===== src/rtl/iqp_pkg.sv =====
package iqp_pkg;

  // Buffer phase: a packet is either being filled or being drained.
  typedef enum logic {
    PH_FILL  = 1'b0,
    PH_DRAIN = 1'b1
  } iqp_phase_e;

  // Number of sample channels packed into one byte (I and Q).
  localparam int unsigned IQP_NUM_CH = 2;

endpackage


===== src/rtl/iqp_nibble_trunc.sv =====
module iqp_nibble_trunc #(
  parameter int unsigned SAMPLE_W = 16,
  parameter int unsigned NIB_W    = 4,
  parameter int unsigned NUM_CH   = 2,
  localparam int unsigned BYTE_W  = NUM_CH * NIB_W
) (
  input  logic [NUM_CH-1:0][SAMPLE_W-1:0] ch_in,
  output logic [BYTE_W-1:0]               byte_out
);

  // Channel 0 lands in the top nibble and the last channel in the bottom one.
  // Only the upper bits are kept; no rounding is applied.
  for (genvar c = 0; c < NUM_CH; c++) begin : g_ch
    assign byte_out[(NUM_CH-c)*NIB_W-1 -: NIB_W] = ch_in[c][SAMPLE_W-1 -: NIB_W];
  end

endmodule


===== src/rtl/iqp_word_asm.sv =====
module iqp_word_asm #(
  parameter int unsigned BYTE_W = 8,
  parameter int unsigned BPW    = 2,
  localparam int unsigned WORD_W = BYTE_W * BPW,
  localparam int unsigned LANE_W = (BPW > 2) ? $clog2(BPW) : 1
) (
  input  logic              clk,
  input  logic              rst_n,
  input  logic              acc_en,
  input  logic [BYTE_W-1:0] byte_in,
  output logic              word_vld,
  output logic [WORD_W-1:0] word_out
);

  localparam logic [LANE_W-1:0] LANE_LAST = LANE_W'(BPW - 1);

  logic [LANE_W-1:0]                lane_q, lane_d;
  logic [BPW-2:0][BYTE_W-1:0]       hold_q, hold_d;

  // Next-state: earlier bytes are held in the low lanes; the last byte
  // completes the word combinationally.
  always_comb begin
    lane_d   = lane_q;
    hold_d   = hold_q;
    word_vld = 1'b0;
    if (acc_en) begin
      if (lane_q == LANE_LAST) begin
        word_vld = 1'b1;
        lane_d   = '0;
      end else begin
        hold_d[lane_q[$clog2(BPW-1+1)-1:0]] = byte_in;
        lane_d = lane_q + 1'b1;
      end
    end
  end

  assign word_out = {byte_in, hold_q};

  always_ff @(posedge clk or negedge rst_n) begin
    if (!rst_n) begin
      lane_q <= '0;
      hold_q <= '0;
    end else if (acc_en) begin
      lane_q <= lane_d;
      hold_q <= hold_d;
    end
  end

endmodule


===== src/rtl/iqp_pkt_buf.sv =====
module iqp_pkt_buf
  import iqp_pkg::*;
#(
  parameter int unsigned WORD_W    = 16,
  parameter int unsigned PKT_WORDS = 256,
  localparam int unsigned PTR_W    = $clog2(PKT_WORDS)
) (
  input  logic              clk,
  input  logic              rst_n,
  input  logic              wr_en,
  input  logic [WORD_W-1:0] wr_data,
  input  logic              rd_ready,
  output logic              filling,
  output logic              rd_valid,
  output logic [WORD_W-1:0] rd_data,
  output logic              rd_last
);

  localparam logic [PTR_W-1:0] PTR_LAST = PTR_W'(PKT_WORDS - 1);

  iqp_phase_e        ph_q, ph_d;
  logic [PTR_W-1:0]  ptr_q, ptr_d;
  logic              ptr_en;
  logic [WORD_W-1:0] mem [PKT_WORDS];

  // One pointer serves both phases: it counts writes while filling and
  // reads while draining, and wraps to zero at each phase change.
  always_comb begin
    ph_d   = ph_q;
    ptr_d  = ptr_q;
    ptr_en = 1'b0;
    unique case (ph_q)
      PH_FILL: begin
        if (wr_en) begin
          ptr_en = 1'b1;
          if (ptr_q == PTR_LAST) begin
            ptr_d = '0;
            ph_d  = PH_DRAIN;
          end else begin
            ptr_d = ptr_q + 1'b1;
          end
        end
      end
      PH_DRAIN: begin
        if (rd_ready) begin
          ptr_en = 1'b1;
          if (ptr_q == PTR_LAST) begin
            ptr_d = '0;
            ph_d  = PH_FILL;
          end else begin
            ptr_d = ptr_q + 1'b1;
          end
        end
      end
      default: begin
        ph_d  = PH_FILL;
        ptr_d = '0;
      end
    endcase
  end

  always_ff @(posedge clk or negedge rst_n) begin
    if (!rst_n) begin
      ph_q  <= PH_FILL;
      ptr_q <= '0;
    end else if (ptr_en) begin
      ph_q  <= ph_d;
      ptr_q <= ptr_d;
    end
  end

  // Packet storage: data only, no reset needed.
  always_ff @(posedge clk) begin
    if (wr_en && (ph_q == PH_FILL)) begin
      mem[ptr_q] <= wr_data;
    end
  end

  assign filling  = (ph_q == PH_FILL);
  assign rd_valid = (ph_q == PH_DRAIN);
  assign rd_data  = mem[ptr_q];
  assign rd_last  = rd_valid && (ptr_q == PTR_LAST);

endmodule


===== src/rtl/iqp_ovr_flag.sv =====
module iqp_ovr_flag (
  input  logic clk,
  input  logic rst_n,
  input  logic set_i,
  input  logic clr_i,
  output logic flag_o
);

  logic flag_d;
  logic flag_en;

  // A set in the same cycle as a clear wins, so no loss goes unreported.
  always_comb begin
    flag_en = set_i || clr_i;
    flag_d  = set_i;
  end

  always_ff @(posedge clk or negedge rst_n) begin
    if (!rst_n) begin
      flag_o <= 1'b0;
    end else if (flag_en) begin
      flag_o <= flag_d;
    end
  end

endmodule


===== src/rtl/iq_nibble_packer.sv =====
module iq_nibble_packer
  import iqp_pkg::*;
#(
  parameter int unsigned SAMPLE_W  = 16,
  parameter int unsigned NIB_W     = 4,
  parameter int unsigned OUT_W     = 16,
  parameter int unsigned PKT_BYTES = 512,
  localparam int unsigned BYTE_W    = IQP_NUM_CH * NIB_W,
  localparam int unsigned BPW       = OUT_W / BYTE_W,
  localparam int unsigned PKT_WORDS = PKT_BYTES / BPW
) (
  input  logic                clk,
  input  logic                rst_n,
  input  logic                in_valid,
  input  logic [SAMPLE_W-1:0] in_i,
  input  logic [SAMPLE_W-1:0] in_q,
  input  logic                ovr_clr,
  input  logic                out_ready,
  output logic                out_valid,
  output logic [OUT_W-1:0]    out_data,
  output logic                out_last,
  output logic                overrun
);

  // Reset: asserted asynchronously, released after two clock edges.
  logic [1:0] rst_pipe_q;
  logic       core_rst_n;

  always_ff @(posedge clk or negedge rst_n) begin
    if (!rst_n) begin
      rst_pipe_q <= '0;
    end else begin
      rst_pipe_q <= {rst_pipe_q[0], 1'b1};
    end
  end
  assign core_rst_n = rst_pipe_q[1];

  logic [IQP_NUM_CH-1:0][SAMPLE_W-1:0] ch_bus;
  logic [BYTE_W-1:0]                   iq_byte;
  logic                                filling;
  logic                                accept;
  logic                                drop;
  logic                                word_vld;
  logic [OUT_W-1:0]                    word_data;

  assign ch_bus[0] = in_i;
  assign ch_bus[1] = in_q;

  assign accept = in_valid && filling;
  assign drop   = in_valid && !filling;

  iqp_nibble_trunc #(
    .SAMPLE_W (SAMPLE_W),
    .NIB_W    (NIB_W),
    .NUM_CH   (IQP_NUM_CH)
  ) u_trunc (
    .ch_in    (ch_bus),
    .byte_out (iq_byte)
  );

  iqp_word_asm #(
    .BYTE_W (BYTE_W),
    .BPW    (BPW)
  ) u_asm (
    .clk      (clk),
    .rst_n    (core_rst_n),
    .acc_en   (accept),
    .byte_in  (iq_byte),
    .word_vld (word_vld),
    .word_out (word_data)
  );

  iqp_pkt_buf #(
    .WORD_W    (OUT_W),
    .PKT_WORDS (PKT_WORDS)
  ) u_buf (
    .clk      (clk),
    .rst_n    (core_rst_n),
    .wr_en    (word_vld),
    .wr_data  (word_data),
    .rd_ready (out_ready),
    .filling  (filling),
    .rd_valid (out_valid),
    .rd_data  (out_data),
    .rd_last  (out_last)
  );

  iqp_ovr_flag u_ovr (
    .clk    (clk),
    .rst_n  (core_rst_n),
    .set_i  (drop),
    .clr_i  (ovr_clr),
    .flag_o (overrun)
  );

endmodule


===== config.mk =====
export PLATFORM = sky130hd
export DESIGN_NAME = iq_nibble_packer
export DESIGN_NICKNAME = d
export VERILOG_FILES = /design/src/rtl/iqp_pkg.sv /design/src/rtl/iqp_nibble_trunc.sv /design/src/rtl/iqp_word_asm.sv /design/src/rtl/iqp_pkt_buf.sv /design/src/rtl/iqp_ovr_flag.sv /design/src/rtl/iq_nibble_packer.sv
export SDC_FILE = /design/constraint.sdc
export NUM_CORES = 2
export LEC_CHECK = 0
export BUFFER_PORTS_ARGS = -buffer_cell sky130_fd_sc_hd__buf_2
export CORE_MARGIN = 10
export CORE_UTILIZATION = 50
export DETAILED_ROUTE_END_ITERATION = 8
export PLACE_DENSITY = 0.62
export SYNTH_ARGS = -nofsm -noshare
export SYNTH_HDL_FRONTEND = slang
export SYNTH_HIERARCHICAL = 1
export SYNTH_SLANG_ARGS = --single-unit

===== constraint.sdc =====
create_clock -name clk -period 6.2 [get_ports clk]
set_input_delay 1.24 -clock clk [delete_from_list [all_inputs] [get_ports clk]]
set_output_delay 1.24 -clock clk [all_outputs]
set_load 0.1 [all_outputs]

# Yosys cells after proc, flatten, opt, wreduce, memory -nomap -nowiden
# Memory sizes are Yosys's and may differ from the RTL's.
# Index checks and enable logic that the tools add are counted.
[word_totals]
inputBits = 37
n_memories = 1
out_inout_bits = 19
ff_bits = 21
ram_bits = 4096
[op_classes]
n_mux = 19
n_addsub = 2
n_reduce_logical = 8
bitwise_logic = 2
order_cmp = 2
n_eq_ne = 3
[mem_list]
columns = ["memory", "words", "word_bits", "rd", "rd_ports_with_merged_regs", "write_ports", "line", "text"]
rows = [
  ["u_buf.mem", 256, 16, 1, 0, 1, "iqp_pkt_buf.sv:24", "logic [WORD_W-1:0] mem [PKT_WORDS];"],
]
[ops]
columns = ["operator", "count"]
rows = [
  ["8-bit 2-to-1 mux", 4],
  ["8-bit one-hot mux with 2 select lines", 1],
  ["1-bit 2-to-1 mux", 11],
  ["8-bit by 1-bit adder with 8-bit output, second input constant", 1],
  ["8-bit bitwise mux", 1],
  ["8-bit equality test, second input constant", 1],
  ["1-bit logical AND", 5],
  ["1-bit one-hot mux with 2 select lines", 2],
  ["3-bit AND reduction", 1],
  ["2-bit by 1-bit != test with 1-bit output, second input constant", 1],
  ["2-bit != test, second input constant", 1],
  ["1-bit inverter", 2],
  ["2-bit AND reduction", 1],
  ["1-bit adder, second input constant", 1],
  ["1-bit >= comparator, second input constant", 1],
  ["1-bit logical OR", 1],
  ["1-bit less-than comparator, second input constant", 1],
]

# Logic depth before layout (Yosys ltp)
[logic_depth]
word_depth = 6
ltp_mapped = 9
mapped_depth_nobuf = 7

# Hierarchy
# Netlist, hierarchy kept.
[modules_own_cells]
columns = ["module", "cells_per_inst", "instances", "area_per_inst_um2"]
rows = [
  ["iqp_pkt_buf", 6735, 1, 155245.1],
  ["iqp_word_asm", 29, 1, 446.7],
  ["iq_nibble_packer", 5, 1, 70.1],
  ["iqp_nibble_trunc", 8, 1, 60.1],
  ["iqp_ovr_flag", 3, 1, 36.3],
]

# Worst setup path before layout
# OpenSTA, ideal clock, no wires.
[synth_timing]
path_kind = "flip-flop to output port"
from = "reg u_buf.ph_q (netlist: u_buf/rd_valid)"
to = "out out_last"
n_path_buf = 0
path_stages_with_launch = 3
slack_ps = 1758
t_arrival_ps = 3202
cell_sequence = "dfrtp_1 -> inv_1 -> nor3_1"
[synth_between]
elab_chain_cells = 1
[synth_lines]
columns = ["element", "line", "text"]
rows = [
  ["start: declaration", "iqp_pkt_buf.sv:21", "iqp_phase_e ph_q, ph_d;"],
  ["start signal: assignment", "iqp_pkt_buf.sv:67", "ph_q <= ph_d;"],
  ["1-bit logical AND", "iqp_pkt_buf.sv:82", "assign rd_last = rd_valid && (ptr_q == PTR_LAST);"],
  ["end: declaration", "iq_nibble_packer.sv:21", "output logic out_last,"],
]
# No other way between the ends.

# Final worst setup path
[layout_timing]
from = "reg u_buf.ptr_q[0]"
to = "out out_data[15]"
[layout_between]
elab_chain_cells = 1
[layout_lines]
columns = ["element", "line", "text"]
rows = [
  ["start: declaration", "iqp_pkt_buf.sv:22", "logic [PTR_W-1:0] ptr_q, ptr_d;"],
  ["start signal: assignment", "iqp_pkt_buf.sv:68", "ptr_q <= ptr_d;"],
  ["memory read 256 x 16 bit", "--", ""],
  ["end: declaration", "iq_nibble_packer.sv:20", "output logic [OUT_W-1:0] out_data,"],
]
# No other way between the ends.

==> impl_metrics.toml <==
[floorplan]
dieHeight_um = 578
core_sq_um = 310000
boundaryPins = 56
die_w_um = 578
die-area_sq_um = 334000
placementRows = 204
start_util = 0.503

[status]
status = "complete, no violations"

[sta]
slew_violations = 0
finalWorstSetupSlack_ns = 0.0475
fmax_mhz = 163
rsz0062_at_grt = "no"
skew_ns = 0.0678
hold_slack_ns = 0.359
setup_viol = 0
period_needed_ns = 6.15
hold_viol = 0
tightest_slew_ns = 1.46
slew_headroom = 0.0240
post-route-period-util = 0.992
tns_ns = 0

[power]
peakVddDrop_mv = 0.486
swShare = 0.311
power_leakage_nw = 55.3
combPwrFrac = 0.283
p_total_mw = 81.1
pwr-share-clk = 0.301
pwr-share-seq = 0.416
switchingPower_mw = 25.2
internal-power_mw = 55.8
cellPowerDensity_nw_per_um2 = 454

[hold_path]
hold_end = "rst_pipe_q[1]"
hold_path_class = "flip-flop to flip-flop"
worstHoldStart = "rst_pipe_q[0]"
whs_path_depth = 0

[global_route]
grt_overflow = 0
grt_pass1_vias = 74900
track_usage = 0.232
grt_max_degree = 202
grt_pass1_wl_um = 559000
antenna_found_initial = 13

[clock_tree]
clock_latency_ns = 0.97
cts_tree = "yes"
cts_sinks = 4117
root_buffer = "clkbuf_16"
cts_max_level = 5
cts_buffers = 419
clockBufferDepth = 4
clk_pin_slew_worst_paths_ns = 0.06

[critical_path]
r2r_cells = 8
path_common_cell = "buf_12"
crit_path_max_fanout = 38
critPathTopFamily = "compound AO/OA/AOI/OAI gates"
rrSetupSlack_ns = 1.70
critical-path-slowest-cell = "o41ai_1"
cp_data_required_time_ns = 4.96
start_kind = "flip-flop"
r2r_start = "u_buf/rd_valid"
cp_slowest_stage_delay_ns = 0.66
cp_cell_sequence = "buf_12 -> buf_12 -> buf_12 -> mux4_2 -> a22oi_1 -> a21oi_1 -> o41ai_1 -> nand4_1 -> buf_4 -> buf_12"
arrival_ns = 4.91
regToRegEndpoint = "u_buf/mem[53][15]"
path_class = "flip-flop to output port"
crit_buf_inv = 5
endpoint_kind = "output port"

[synth]
synth.top_cell.area_share = 0.789
ys_ff_latch = 4117
yosysWarnings = 6
synth_top_family_by_area = "multiplexers"
yosys.area_share.simple = 0.00904
syn-instance-count = 6780
syn_area_per_cell_sq_um = 23.0
netlist_area_sq_um = 156000
synthMuxAreaShare = 0.149
synth_ff_type = "edfxtp_1"
synthArstFlopShare = 0.00510
synth_xor_area_frac = 0.000225
synth_commonest_cells = "edfxtp_1 (4,096), mux4_2 (1,024), a22oi_1 (512)"
synth_adder_area_share = 0.000321
ys_types = 35
synth_edf_count = 4096
synth.most_common_cell = "edfxtp_1"
syn-num-nets = 6821
synth_compound_area_frac = 0.0369
synth_area_leader_cell = "edfxtp_1"
synth_area_leaders = "edfxtp_1 (79%), mux4_2 (15%), a22oi_1 (2.5%)"
ys_seq_area_frac = 0.793

[finish]
multiInputGateArea_sq_um = 30900
fin_cells = 11800
final_area_sq_um = 179000
layout.nets = 7401
synthToLayoutAreaGrowth_pct = 14.5
num-fill-cells = 22100
utilization = 0.577
layout-drive-gt1-share = 0.296
seqCellArea_sq_um = 124000

[placed_design]
place_hpwl_um = 221000
post-place-ws_ns = 0.517
portBuffers = 31
dp.cells = 11000
place_congestion = 0.809
placed_area_sq_um = 165000

[routing]
via_count = 75100
postRouteAntennaNets = 0
drt_iter0_markers = 9331
wl_um = 392000
routedWlPerCell_um = 33.1
firstDrtPassIters = 5
drc = 0
avgViaCountPerCell = 6.34

[run]
cap_viol_max_count = 0
==> worst register-to-register path, delay by kind of cell, from the launching register on <==
family | cells | cell delay [ns]
buf+inv | 3 | 0.67
flops | 1 | 0.36
simple gates | 5 | 3.12
==> cell type report <==
cell class | instances | share of cell area
clock buffer | 513 | 0.0612
antenna | 11 | 0.000154
clock inverter | 252 | 0.0133
tap | 4120 | 0.0289
timing repair buffer | 594 | 0.0314
multi-input combinational | 2224 | 0.173
sequential | 4117 | 0.692
inverter | 4 | 0.0000841
==> worst max-delay path by stage <==
stage | start | to | depth (start not counted)
6_report | u_buf/ptr_q[0] | out_data[15] | 10
3_3_place_gp | u_buf/ptr_q[0] | out_data[12] | 10
4_1_cts | u_buf/ptr_q[0] | out_data[0] | 11
3_5_place_dp | u_buf/ptr_q[0] | out_data[12] | 10
2_1_floorplan | u_buf/rd_valid | out_last | 2
5_1_grt | u_buf/ptr_q[0] | out_data[0] | 11
==> power by group through the flow <==
stage	Sequential, mW	Combinational (mW)	Clock, mW
2_1_floorplan	35.0	13.1	0
3_3_place_gp	34.4	22.4	0
3_5_place_dp	34.5	22.6	0
4_1_cts	33.7	23.1	24.8
5_1_grt	33.8	24.0	25.9
6_report	33.7	22.9	24.4
==> state kept, by name, indices dropped and copies added, names as in the netlist <==
register and cells:
u_buf/rd_valid 1, u_asm/hold_q 8, u_ovr/flag_o 1, u_buf/mem 4096
u_asm/lane_q 1, rst_pipe_q 2, u_buf/ptr_q 8
==> cells by family (layout without fill, tap and decap cells) <==
family,after synthesis,count (layout)
AO/OA/AOI/OAI,843,843
AND/OR/NAND/NOR,339,339
adder cells (fa/ha/maj),4,4
other,1,12
buffers and inverters,439,1363
flip-flops,4117,4117
XOR/XNOR,4,4
multiplexers,1033,1033
==> metal layers <==
metal,wire [um],up-vias,part of all wire,GRT usage
li1,-,30400,-,-
met5,56,-,0.00014,0
met2,188000,3301,0.48,0.363
met1,156000,40700,0.40,0.330
met3,31800,675,0.081,0.0421
met4,16500,8,0.042,0.0861
==> cell usage in the layout (no fill, tap or decap), drive strengths merged, types with 4 or more instances in the layout <==
cell type,netlist,layout
clkbuf,263,513
nand3,18,18
a21oi,257,257
inv,4,20
ha,4,4
nand2,17,17
nor2,262,262
nand4,18,18
mux2,9,9
nand2b,4,4
dfrtp,21,21
a22oi,512,512
bufinv,0,33
o21ai,4,4
clkinvlp,0,9
nor2b,9,9
mux4,1024,1024
clkinv,0,194
edfxtp,4096,4096
diode,0,11
and2,5,5
buf,172,593
o41ai,64,64
==> repair_timing <==
item	in CTS	in global routing
setup endpoints to repair	16	2
buffers inserted	13	0
gates resized for setup	2	2
hold buffers	1	0
hold endpoints to repair	1	0
Power figures use the tool's default switching activity.
